**config.mk**
```make
export PLATFORM = sky130hd
export DESIGN_NAME = usb_testmode_ctrl
export DESIGN_NICKNAME = d
export VERILOG_FILES = /design/src/rtl/usb_tm_pkg.sv /design/src/rtl/tm_regfile.sv /design/src/rtl/tm_host_ctrl.sv /design/src/rtl/tm_pkt_replay.sv /design/src/rtl/tm_loopback.sv /design/src/rtl/usb_testmode_ctrl.sv
export SDC_FILE = /design/constraint.sdc
export NUM_CORES = 1
export LEC_CHECK = 0
export CAP_MARGIN = 20
export CORE_MARGIN = 5
export CORE_UTILIZATION = 51
export CTS_CLUSTER_DIAMETER = 80
export DETAILED_ROUTE_END_ITERATION = 8
export GPL_ROUTABILITY_DRIVEN = 1
export PLACE_DENSITY = 0.83
export SLEW_MARGIN = 0
export SYNTH_ARGS = -nofsm -noshare
export SYNTH_HDL_FRONTEND = slang
export SYNTH_SLANG_ARGS = --single-unit
export TNS_END_PERCENT = 50
```
**constraint.sdc**
```tcl
create_clock -name clk -period 3.59 [get_ports clk]
set_clock_uncertainty 0.15 [all_clocks]
set_input_delay 1.077 -clock clk [delete_from_list [all_inputs] [get_ports clk]]
set_output_delay 1.077 -clock clk [all_outputs]
set_load 0.005 [all_outputs]
```
**src/rtl/usb_tm_pkg.sv**
```systemverilog
// Shared types and field positions for the USB test mode controller.
// Assumes: the control register is 8 bits and the fields sit at fixed bits.
package usb_tm_pkg;
    typedef enum logic [1:0] {LS_NONE = 2'b00, LS_J = 2'b01, LS_K = 2'b10} line_t;
    typedef enum logic [2:0] {TM_OFF, TM_SE0NAK, TM_J, TM_K, TM_PKT} tmode_t;
    typedef enum logic [1:0] {SPD_AUTO = 2'b00, SPD_FS = 2'b01, SPD_HS = 2'b10} speed_t;

    localparam int B_HOST = 7;
    localparam int B_LOOP = 6;
    localparam int B_FS   = 5;
    localparam int B_HS   = 4;
    localparam int B_PKT  = 3;
    localparam int B_K    = 2;
    localparam int B_J    = 1;
    localparam int B_NAK  = 0;

    // High speed wins over full speed when both are requested.
    function automatic speed_t pick_speed(input logic hs, input logic fs);
        if (hs)      return SPD_HS;
        else if (fs) return SPD_FS;
        else         return SPD_AUTO;
    endfunction
endpackage

```
**src/rtl/tm_regfile.sv**
```systemverilog
// Control register with a priority decode of the test-mode bits.
// Assumes: bit 6 is a trigger only. It is never stored and reads back as 0.
module tm_regfile
    import usb_tm_pkg::*;
(
    input  logic       clk,
    input  logic       rst_n,
    input  logic       wr_en,
    input  logic [7:0] wdata,
    input  logic       lb_busy,
    output logic [7:0] rdata,
    output logic [7:0] ctrl,
    output logic       lb_start,
    output tmode_t     mode
);
    logic [7:0] ctrl_q;

    // Store the writable fields. The trigger bit is masked out.
    always_ff @(posedge clk) begin
        if (!rst_n)     ctrl_q <= 8'h00;
        else if (wr_en) ctrl_q <= wdata & ~(8'h01 << B_LOOP);
    end

    // Start a loopback only when no copy is running.
    assign lb_start = wr_en && wdata[B_LOOP] && !lb_busy;
    assign rdata    = ctrl_q;
    assign ctrl     = ctrl_q;

    // Pick one active test mode by fixed priority.
    always_comb begin
        if (ctrl_q[B_PKT])      mode = TM_PKT;
        else if (ctrl_q[B_K])   mode = TM_K;
        else if (ctrl_q[B_J])   mode = TM_J;
        else if (ctrl_q[B_NAK]) mode = TM_SE0NAK;
        else                    mode = TM_OFF;
    end
endmodule

```
**src/rtl/tm_host_ctrl.sv**
```systemverilog
// Sticky forced-host state and the speed latched at bus reset or host entry.
// Assumes: session is synchronous to clk.
module tm_host_ctrl
    import usb_tm_pkg::*;
(
    input  logic   clk,
    input  logic   rst_n,
    input  logic   session,
    input  logic   bus_reset,
    input  logic   force_host,
    input  logic   force_hs,
    input  logic   force_fs,
    input  logic   se0nak_mode,
    output logic   host_mode,
    output speed_t speed_sel
);
    logic   host_q;
    speed_t speed_q;
    logic   entering;

    assign entering = session && force_host && !host_q;

    // Host role holds for the whole session once entered.
    always_ff @(posedge clk) begin
        if (!rst_n)        host_q <= 1'b0;
        else if (!session) host_q <= 1'b0;
        else if (entering) host_q <= 1'b1;
    end

    // Capture the forced speed at bus reset or on host entry.
    always_ff @(posedge clk) begin
        if (!rst_n)                     speed_q <= SPD_AUTO;
        else if (bus_reset || entering) speed_q <= pick_speed(force_hs, force_fs);
    end

    assign host_mode = host_q;
    assign speed_sel = se0nak_mode ? SPD_HS : speed_q;
endmodule

```
**src/rtl/tm_pkt_replay.sv**
```systemverilog
// Address sequencer that replays a preloaded packet with idle gaps between copies.
// Assumes: the packet already sits in the endpoint-0 buffer at addresses 0..PKT_LEN-1.
module tm_pkt_replay #(
    parameter int PKT_LEN    = 53,
    parameter int GAP_CYCLES = 4,
    localparam int AW  = $clog2(PKT_LEN),
    localparam int GW  = (GAP_CYCLES > 1) ? $clog2(GAP_CYCLES) : 1
) (
    input  logic          clk,
    input  logic          rst_n,
    input  logic          enable,
    output logic          pkt_rd,
    output logic [AW-1:0] pkt_addr,
    output logic          pkt_sop,
    output logic          pkt_eop
);
    localparam logic [AW-1:0] LAST     = AW'(PKT_LEN - 1);
    localparam logic [GW-1:0] GAP_LAST = GW'(GAP_CYCLES - 1);

    logic          in_gap_q;
    logic [AW-1:0] cnt_q;
    logic [GW-1:0] gap_q;

    // Step through the packet bytes and then the gap. Restart when disabled.
    always_ff @(posedge clk) begin
        if (!rst_n || !enable) begin
            in_gap_q <= 1'b0;
            cnt_q    <= '0;
            gap_q    <= '0;
        end else if (!in_gap_q) begin
            if (cnt_q == LAST) begin
                cnt_q    <= '0;
                in_gap_q <= 1'b1;
                gap_q    <= '0;
            end else begin
                cnt_q <= cnt_q + 1'b1;
            end
        end else begin
            if (gap_q == GAP_LAST) in_gap_q <= 1'b0;
            else                   gap_q    <= gap_q + 1'b1;
        end
    end

    assign pkt_rd   = enable && !in_gap_q;
    assign pkt_addr = cnt_q;
    assign pkt_sop  = pkt_rd && (cnt_q == '0);
    assign pkt_eop  = pkt_rd && (cnt_q == LAST);
endmodule

```
**src/rtl/tm_loopback.sv**
```systemverilog
// One-shot copy from the EP0 transmit buffer to the EP0 receive buffer, one byte per clock.
// Assumes: both buffers share the address and the transmit buffer reads combinationally.
module tm_loopback #(
    parameter int AW = 7
) (
    input  logic          clk,
    input  logic          rst_n,
    input  logic          start,
    input  logic [AW-1:0] len,
    output logic          busy,
    output logic          rd,
    output logic          wr,
    output logic [AW-1:0] addr
);
    logic          busy_q;
    logic [AW-1:0] idx_q;
    logic [AW-1:0] last_q;

    // Run the byte index from 0 to len-1 and then go idle.
    always_ff @(posedge clk) begin
        if (!rst_n) begin
            busy_q <= 1'b0;
            idx_q  <= '0;
            last_q <= '0;
        end else if (busy_q) begin
            if (idx_q == last_q) busy_q <= 1'b0;
            else                 idx_q  <= idx_q + 1'b1;
        end else if (start && len != '0) begin
            busy_q <= 1'b1;
            idx_q  <= '0;
            last_q <= len - 1'b1;
        end
    end

    assign busy = busy_q;
    assign rd   = busy_q;
    assign wr   = busy_q;
    assign addr = idx_q;
endmodule

```
**src/rtl/usb_testmode_ctrl.sv**
```systemverilog
// Top of the USB compliance test mode controller: register, host/speed control,
// packet replay and EP0 loopback.
// Assumes: all inputs are synchronous to clk.
module usb_testmode_ctrl
    import usb_tm_pkg::*;
#(
    parameter int PKT_LEN    = 53,
    parameter int GAP_CYCLES = 4,
    parameter int LB_AW      = 7,
    localparam int PKT_AW    = $clog2(PKT_LEN)
) (
    input  logic              clk,
    input  logic              rst_n,
    input  logic              reg_wr,
    input  logic [7:0]        reg_wdata,
    output logic [7:0]        reg_rdata,
    input  logic              session,
    input  logic              bus_reset,
    input  logic              in_token_valid,
    output logic [1:0]        line_req,
    output logic              nak_req,
    output logic              host_mode,
    output logic [1:0]        speed_sel,
    output logic              pkt_rd,
    output logic [PKT_AW-1:0] pkt_addr,
    output logic              pkt_sop,
    output logic              pkt_eop,
    input  logic [LB_AW-1:0]  lb_len,
    output logic              lb_busy,
    output logic              lb_rd,
    output logic              lb_wr,
    output logic [LB_AW-1:0]  lb_addr
);
    logic [7:0] ctrl;
    logic       lb_start;
    tmode_t     mode;
    speed_t     spd;
    logic       nak_q;

    tm_regfile u_regs (
        .clk(clk), .rst_n(rst_n), .wr_en(reg_wr), .wdata(reg_wdata),
        .lb_busy(lb_busy), .rdata(reg_rdata), .ctrl(ctrl),
        .lb_start(lb_start), .mode(mode)
    );

    tm_host_ctrl u_host (
        .clk(clk), .rst_n(rst_n), .session(session), .bus_reset(bus_reset),
        .force_host(ctrl[B_HOST]), .force_hs(ctrl[B_HS]), .force_fs(ctrl[B_FS]),
        .se0nak_mode(mode == TM_SE0NAK), .host_mode(host_mode), .speed_sel(spd)
    );

    tm_pkt_replay #(.PKT_LEN(PKT_LEN), .GAP_CYCLES(GAP_CYCLES)) u_replay (
        .clk(clk), .rst_n(rst_n), .enable(mode == TM_PKT),
        .pkt_rd(pkt_rd), .pkt_addr(pkt_addr), .pkt_sop(pkt_sop), .pkt_eop(pkt_eop)
    );

    tm_loopback #(.AW(LB_AW)) u_loop (
        .clk(clk), .rst_n(rst_n), .start(lb_start), .len(lb_len),
        .busy(lb_busy), .rd(lb_rd), .wr(lb_wr), .addr(lb_addr)
    );

    // Answer each valid IN token with a NAK on the next cycle in SE0/NAK mode.
    always_ff @(posedge clk) begin
        if (!rst_n) nak_q <= 1'b0;
        else        nak_q <= in_token_valid && (mode == TM_SE0NAK);
    end

    // Drive the forced line state from the active mode.
    always_comb begin
        unique case (mode)
            TM_K:    line_req = LS_K;
            TM_J:    line_req = LS_J;
            default: line_req = LS_NONE;
        endcase
    end

    assign nak_req   = nak_q;
    assign speed_sel = spd;
endmodule

```
==> results of run 1 <==
## state kept, by name, summed over array words and instances (netlist names)
name and flops:
nak_req 1, u_loop.last_q 7, u_replay.in_gap_q 1, u_host.speed_q 2, u_host.host_mode 1, u_loop.addr 7
u_regs.ctrl 7, u_loop.busy 1, u_replay.gap_q 2, u_replay.pkt_addr 6
## where the power goes
group / total, mW / leakage [nW] / switching (mW) / internal (mW)
clock: 0.274 / 0.0373 / 0.131 / 0.143
sequential: 0.418 / 0.285 / 0.0150 / 0.403
combinational: 0.144 / 0.597 / 0.0629 / 0.0809
## cell usage after synthesis, types with 5 or more instances
cell type,number
nor2_1,29
a211oi_1,7
dfxtp_1,35
mux2i_1,10
ha_1,6
nor2b_1,5
buf_4,7
nand2_1,14
xor2_1,9
nand3_1,10
a221oi_1,5
xnor2_1,7
inv_1,8
a21oi_1,5
## through the flow
step	total power, mW	setup WS [ns]
2_1_floorplan	0.508	1.15
3_3_place_gp	0.566	0.579
3_5_place_dp	0.570	0.441
4_1_cts	0.839	0.382
5_1_grt	0.874	0.209
6_report	0.835	0.377
## metal layers
| metal | wire length, um | part of all wire (%) |
|---|---|---|
| met4 | 55 | 1.3 |
| met2 | 1990 | 48 |
| met3 | 287 | 6.9 |
| met1 | 1820 | 44 |
| met5 | 0 | 0 |
## area by class of cell
class / count / area [um^2] / area share [%]
Timing Repair Buffer: 56 / 551 / 22.8
Sequential cell: 35 / 701 / 29.0
Multi-Input combinational cell: 142 / 998 / 41.3
Inverter: 9 / 33.8 / 1.40
Clock inverter: 2 / 37.5 / 1.55
Tap cell: 46 / 57.6 / 2.38
Clock buffer: 5 / 37.5 / 1.55
## cells by family (layout without fill, tap and decap cells)
| kind of cell | Yosys count | after routing | synth area share, % |
|---|---|---|---|
| AOI/OAI and AO/OA | 32 | 32 | 15.8 |
| xor gates and xnor gates | 16 | 16 | 7.62 |
| adders and majority gates | 6 | 6 | 4.08 |
| buffers and inverters | 24 | 72 | 7.62 |
| DFF | 35 | 35 | 38.1 |
| muxes | 10 | 10 | 5.44 |
| other | 1 | 1 | 0.204 |
| and+or+nand+nor | 77 | 77 | 21.2 |
## worst paths after layout
kind                        startpoint                 to  slack [ns]  cells past startpoint
setup / recovery  u_replay.pkt_addr[0]            pkt_eop        0.38                      6
hold / removal       u_host.speed_q[0]  u_host.speed_q[0]        0.32                      2
setup reg to reg        u_loop.addr[5]     u_loop.addr[4]        1.78                      4
hold reg to reg      u_host.speed_q[0]  u_host.speed_q[0]        0.32                      2
## worst register-to-register path, delay by kind of cell (launching register included)
family	cells	cell delay [ns]
DFF	1	0.47
and+or+nand+nor	1	0.49
AOI/OAI and AO/OA	2	0.44
xor gates and xnor gates	1	0.15
==> impl_results.md, run 1 <==
- Post-DR wirelength/cell: 14.1 um
- Syn Nets: 228
- CP max stage delay: 0.51 ns
- Max-cap viol count: 0
- Final Hold Viols: 0
- Share of cells above drive strength 1: 9.24%
- IO Port Bufs: 52
- Fin Hold WS: 0.321 ns
- Floorplan die height: 70.1 um
- CTS resizes: 0
- Slowest-stage cell, CP: clkdlybuf4s50_1
- Data required, critical path: 2.36 ns
- Final ANT Viol Nets: 0
- Sinks on Clock Net: 35
- Global router's overall resource usage: 17.4%
- Library cells used by synthesis: 44
- Post-route cell area: 0.00242 mm^2
- Placed insts: 288
- Largest net degree at the start of global routing: 14
- Top post-synthesis cells by area: dfxtp_1, nor2_1, mux2i_1
- Worst-path clk slew: 0.11 ns
- Final core occ: 70.7%
- Post-route DRC: 0
- Slew @ Worst Pin: 0.492 ns
- DP Area: 0.00234 mm^2
- Initial DRC Count: 153
- CP Launch Type: register
- Die X: 70.1 um
- Routed WL: 4.15 mm
- Hold Crit Class: register to register
- Post-synth ARST share: 0%
- Die area: 0.00491 mm^2
- Initial antenna violation count: 0
- Syn. warnings: 0
- Finish-stage setup viols: 0
- Status: finished clean
- DR vias/cell: 5.32
- Max H-tree Level: 2
- GPL Wtd Cong: 0.827
- Vias: 1569
- Max clock buf depth: 2
- Syn Area/Cell: 9.15 um^2
- Cell Rows: 21
- Final-layout fill cell count: 273
- Commonest non-fill, non-tap cell in the layout: clkdlybuf4s50_1
- Gr ovfl total: 0
- Ys flop type: dfxtp_1
- CP endpoint kind: output pin
- Diodes inserted: 0
- Dpl hpwl: 3.21 mm
- Setup CP Type: register to output pin
- Max-slew headroom: 66.8%
- Number of global-route vias before repair: 1580
- Seq cells post-synth: 35
- Setup Buffers After CTS: 0
- Post-synthesis sequential area ratio: 38.1%
- Top Family by Delay on Critical Path: buffers and inverters
- Worst Path Arrival: 1.99 ns
- Worst path bufs/invs: 2
- Most Used Layer, Global Route: met2
- Nets@finish: 276
- Peak supply drop: 0.276 mV
- Post-Syn Area: 0.00184 mm^2
- RSZ-0062 raised after global routing: no
- Sum Neg Setup Slack: 0 ns
- Hold-fix buffers at CTS: 0
- Final cycle utilization of the critical path: 89.5%
- TritonRoute pass-1 iters: 4
- M1 GR Usage: 20.5%
- Power Density: 346 mW/mm^2
- Synth-to-Final Area Change: 31.4%
- Routing usage on met3: 6.17%
- Post-route insts no fill: 295
- Inserted Clock Buffers: 5
- Slew Limit Fails: 0
- Worst-skew pair later-pin latency: 0.34 ns
- Commonest non-fill, non-tap cells in the layout: clkdlybuf4s50_1, dfxtp_1, nor2_1
- Top cell type's share of synthesized area: 38.1%
- Met2 GRT Util: 28.8%
- Root Driver: clkbuf_4
- Leakage: 0.920 nW
- First-pass GRT wire length: 7.00 mm
- Initial Util: 53.8%
- I/O pin count: 54
- Cells along the critical path: inv_1 -> ha_1 -> nor2b_1 -> nand4_1 -> nor2_1 -> clkdlybuf4s50_1
- Minimum clock period: 3.21 ns
- CTS tree: yes
- Max Freq: 311 MHz
- Crit Path Max Fanout: 5
- Gate Count Post-Synth: 201
- Number of synthesized flops with an enable pin: 0
- Area of the core: 0.00342 mm^2
- Synth area leader: dfxtp_1
Note: power is estimated with default switching activity, not from simulation.
==> run 2, diff against run 1 <==
--- a/config.mk
+++ b/config.mk
@@ -7,11 +7,12 @@
 export LEC_CHECK = 0
 export CAP_MARGIN = 20
 export CORE_MARGIN = 5
-export CORE_UTILIZATION = 51
+export CORE_UTILIZATION = 56
 export CTS_CLUSTER_DIAMETER = 80
 export DETAILED_ROUTE_END_ITERATION = 8
+export DONT_BUFFER_PORTS = 1
 export GPL_ROUTABILITY_DRIVEN = 1
-export PLACE_DENSITY = 0.83
+export PLACE_DENSITY = 0.71
 export SLEW_MARGIN = 0
 export SYNTH_ARGS = -nofsm -noshare
 export SYNTH_HDL_FRONTEND = slang
==> impl_results.md, run 2 (synthesized netlist as in run 1, its figures left out) <==
- Synth-to-Final Area Change: 0.952%
- CTS resizes: 0
- Sinks on Clock Net: 35
- Register Area: 701 um^2
- Data required, critical path: 2.36 ns
- IO Port Bufs: 0
- Diodes inserted: 0
- Max-slew headroom: 46.2%
- Final ANT Viol Nets: 0
- Hold Crit Class: register to register
- CTS tree: yes
- GPL Wtd Cong: 0.800
- Setup CP Type: register to output pin
- Worst hold path startpoint: u_host.speed_q[0]
- Routed WL: 3.75 mm
- Leakage: 0.712 nW
- Inserted Clock Buffers: 5
- CP Launch Type: register
- Slew Limit Fails: 0
- Cell Rows: 20
- TritonRoute pass-1 iters: 4
- Worst r2r path cells: 4
- Final cycle utilization of the critical path: 76.2%
- CP max stage delay: 0.38 ns
- Largest net degree at the start of global routing: 18
- Sum Neg Setup Slack: 0 ns
- Root Driver: clkbuf_4
- Crit Path Max Fanout: 5
- Max H-tree Level: 2
- Finish-stage setup viols: 0
- Max-cap viol count: 0
- Initial Util: 59.3%
- Worst-path clk slew: 0.10 ns
- CP endpoint kind: output pin
- Area of the multi-input gates: 998 um^2
- Vias: 1405
- Post-route DRC: 0
- I/O pin count: 54
- Max clock buf depth: 2
- Die X: 67.3 um
- Seq pwr share: 56.6%
- Power Density: 400 mW/mm^2
- Int Pwr: 0.556 mW
- Minimum clock period: 2.74 ns
- Hold-fix buffers at CTS: 0
- Dpl hpwl: 2.92 mm
- Net Sw Frac: 25.1%
- Commonest non-fill, non-tap cells in the layout: dfxtp_1, nor2_1, nand2_1
- Hold path depth: 2
- Nets@finish: 220
- Commonest non-fill, non-tap cell in the layout: dfxtp_1
- Post-DR wirelength/cell: 15.7 um
- Status: finished clean
- Reg2Reg Capture Point: u_loop.addr[6]
- First-pass GRT wire length: 6.30 mm
- DR vias/cell: 5.90
- Combinational power share: 11.2%
- Slowest-stage cell, CP: dfxtp_1
- Number of global-route vias before repair: 1421
- Share of cells above drive strength 1: 9.79%
- Placed insts: 230
- Hold Path Sink: u_host.speed_q[0]
- Final-layout fill cell count: 301
- Initial DRC Count: 112
- Post-route insts no fill: 238
- R2R setup slack: 1.76 ns
- RSZ-0062 raised after global routing: no
- R2r startpoint: u_loop.addr[4]
- Final Hold Viols: 0
- Peak supply drop: 0.324 mV
- Die area: 0.00453 mm^2
- Gr ovfl total: 0
- Slew @ Worst Pin: 0.806 ns
- Global router's overall resource usage: 18.4%
- Sw power: 0.186 mW
- Area of the core: 0.00310 mm^2
- Initial antenna violation count: 0
- Cells along the critical path: inv_1 -> ha_1 -> nor2b_1 -> nand4_1 -> nor2_1
- Worst Path Arrival: 1.51 ns
- Worst-skew pair later-pin latency: 0.33 ns
- Floorplan die height: 67.3 um
- Clock Power Share: 32.2%
- Setup Buffers After CTS: 0
- Final Total Pwr: 0.742 mW
- Max Freq: 366 MHz
run 2: area by class of cell:
class	instances	area share [%]
Multi-Input combinational cell	142	53.8
Sequential cell	35	37.7
Clock buffer	8	3.71
Tap cell	44	2.96
Inverter	9	1.82
run 2: per-layer routing:
metal  part of all wire, %  global-route usage (%)  vias to the layer above  wire length (um)
met5                     0                       0                        -                 0
met4                   1.1                    7.59                        0                43
met3                   6.5                    6.32                        5               243
met2                    53                    33.6                       43              1980
met1                    39                    19.1                      670              1480
li1                      -                       -                      687                 -
run 2: worst max-delay path: cells and delay by family (launching register included):
family                     cells  cell delay [ns]
and+or+nand+nor                3             0.61
DFF                            1             0.38
adders and majority gates      1             0.13
buffers and inverters          1             0.08
run 2: worst max path at each step:
stage	from	end	cells after the start
2_1_floorplan	lb_len[0]	u_loop.last_q[4]	7
3_3_place_gp	lb_len[0]	u_loop.last_q[0]	6
3_5_place_dp	lb_len[0]	u_loop.last_q[4]	6
4_1_cts	u_replay.pkt_addr[0]	pkt_eop	5
5_1_grt	u_regs.ctrl[3]	pkt_sop	4
6_report	u_replay.pkt_addr[0]	pkt_eop	5
run 2: power by group through the flow:
stage | Sequential [mW] | Combinational [mW] | Clock, mW
global route | 0.423 | 0.0945 | 0.257
finish | 0.420 | 0.0831 | 0.239
detailed placement | 0.429 | 0.0838 | 0
floorplan | 0.423 | 0.0848 | 0
CTS | 0.420 | 0.0840 | 0.245
global placement | 0.429 | 0.0807 | 0
run 2: stage by stage:
stage | area (um^2) | utilization, % | hold WS, ns | setup WS [ns]
CTS | 1860 | 59.8 | 0.316 | 0.822
finish | 1860 | 59.8 | 0.314 | 0.854
detailed placement | 1790 | 57.6 | 0.303 | 0.837
global placement | 1790 | 57.6 | 0.286 | 0.975
global route | 1860 | 59.8 | 0.350 | 0.692
floorplan | 1840 | - | 0.277 | 1.15
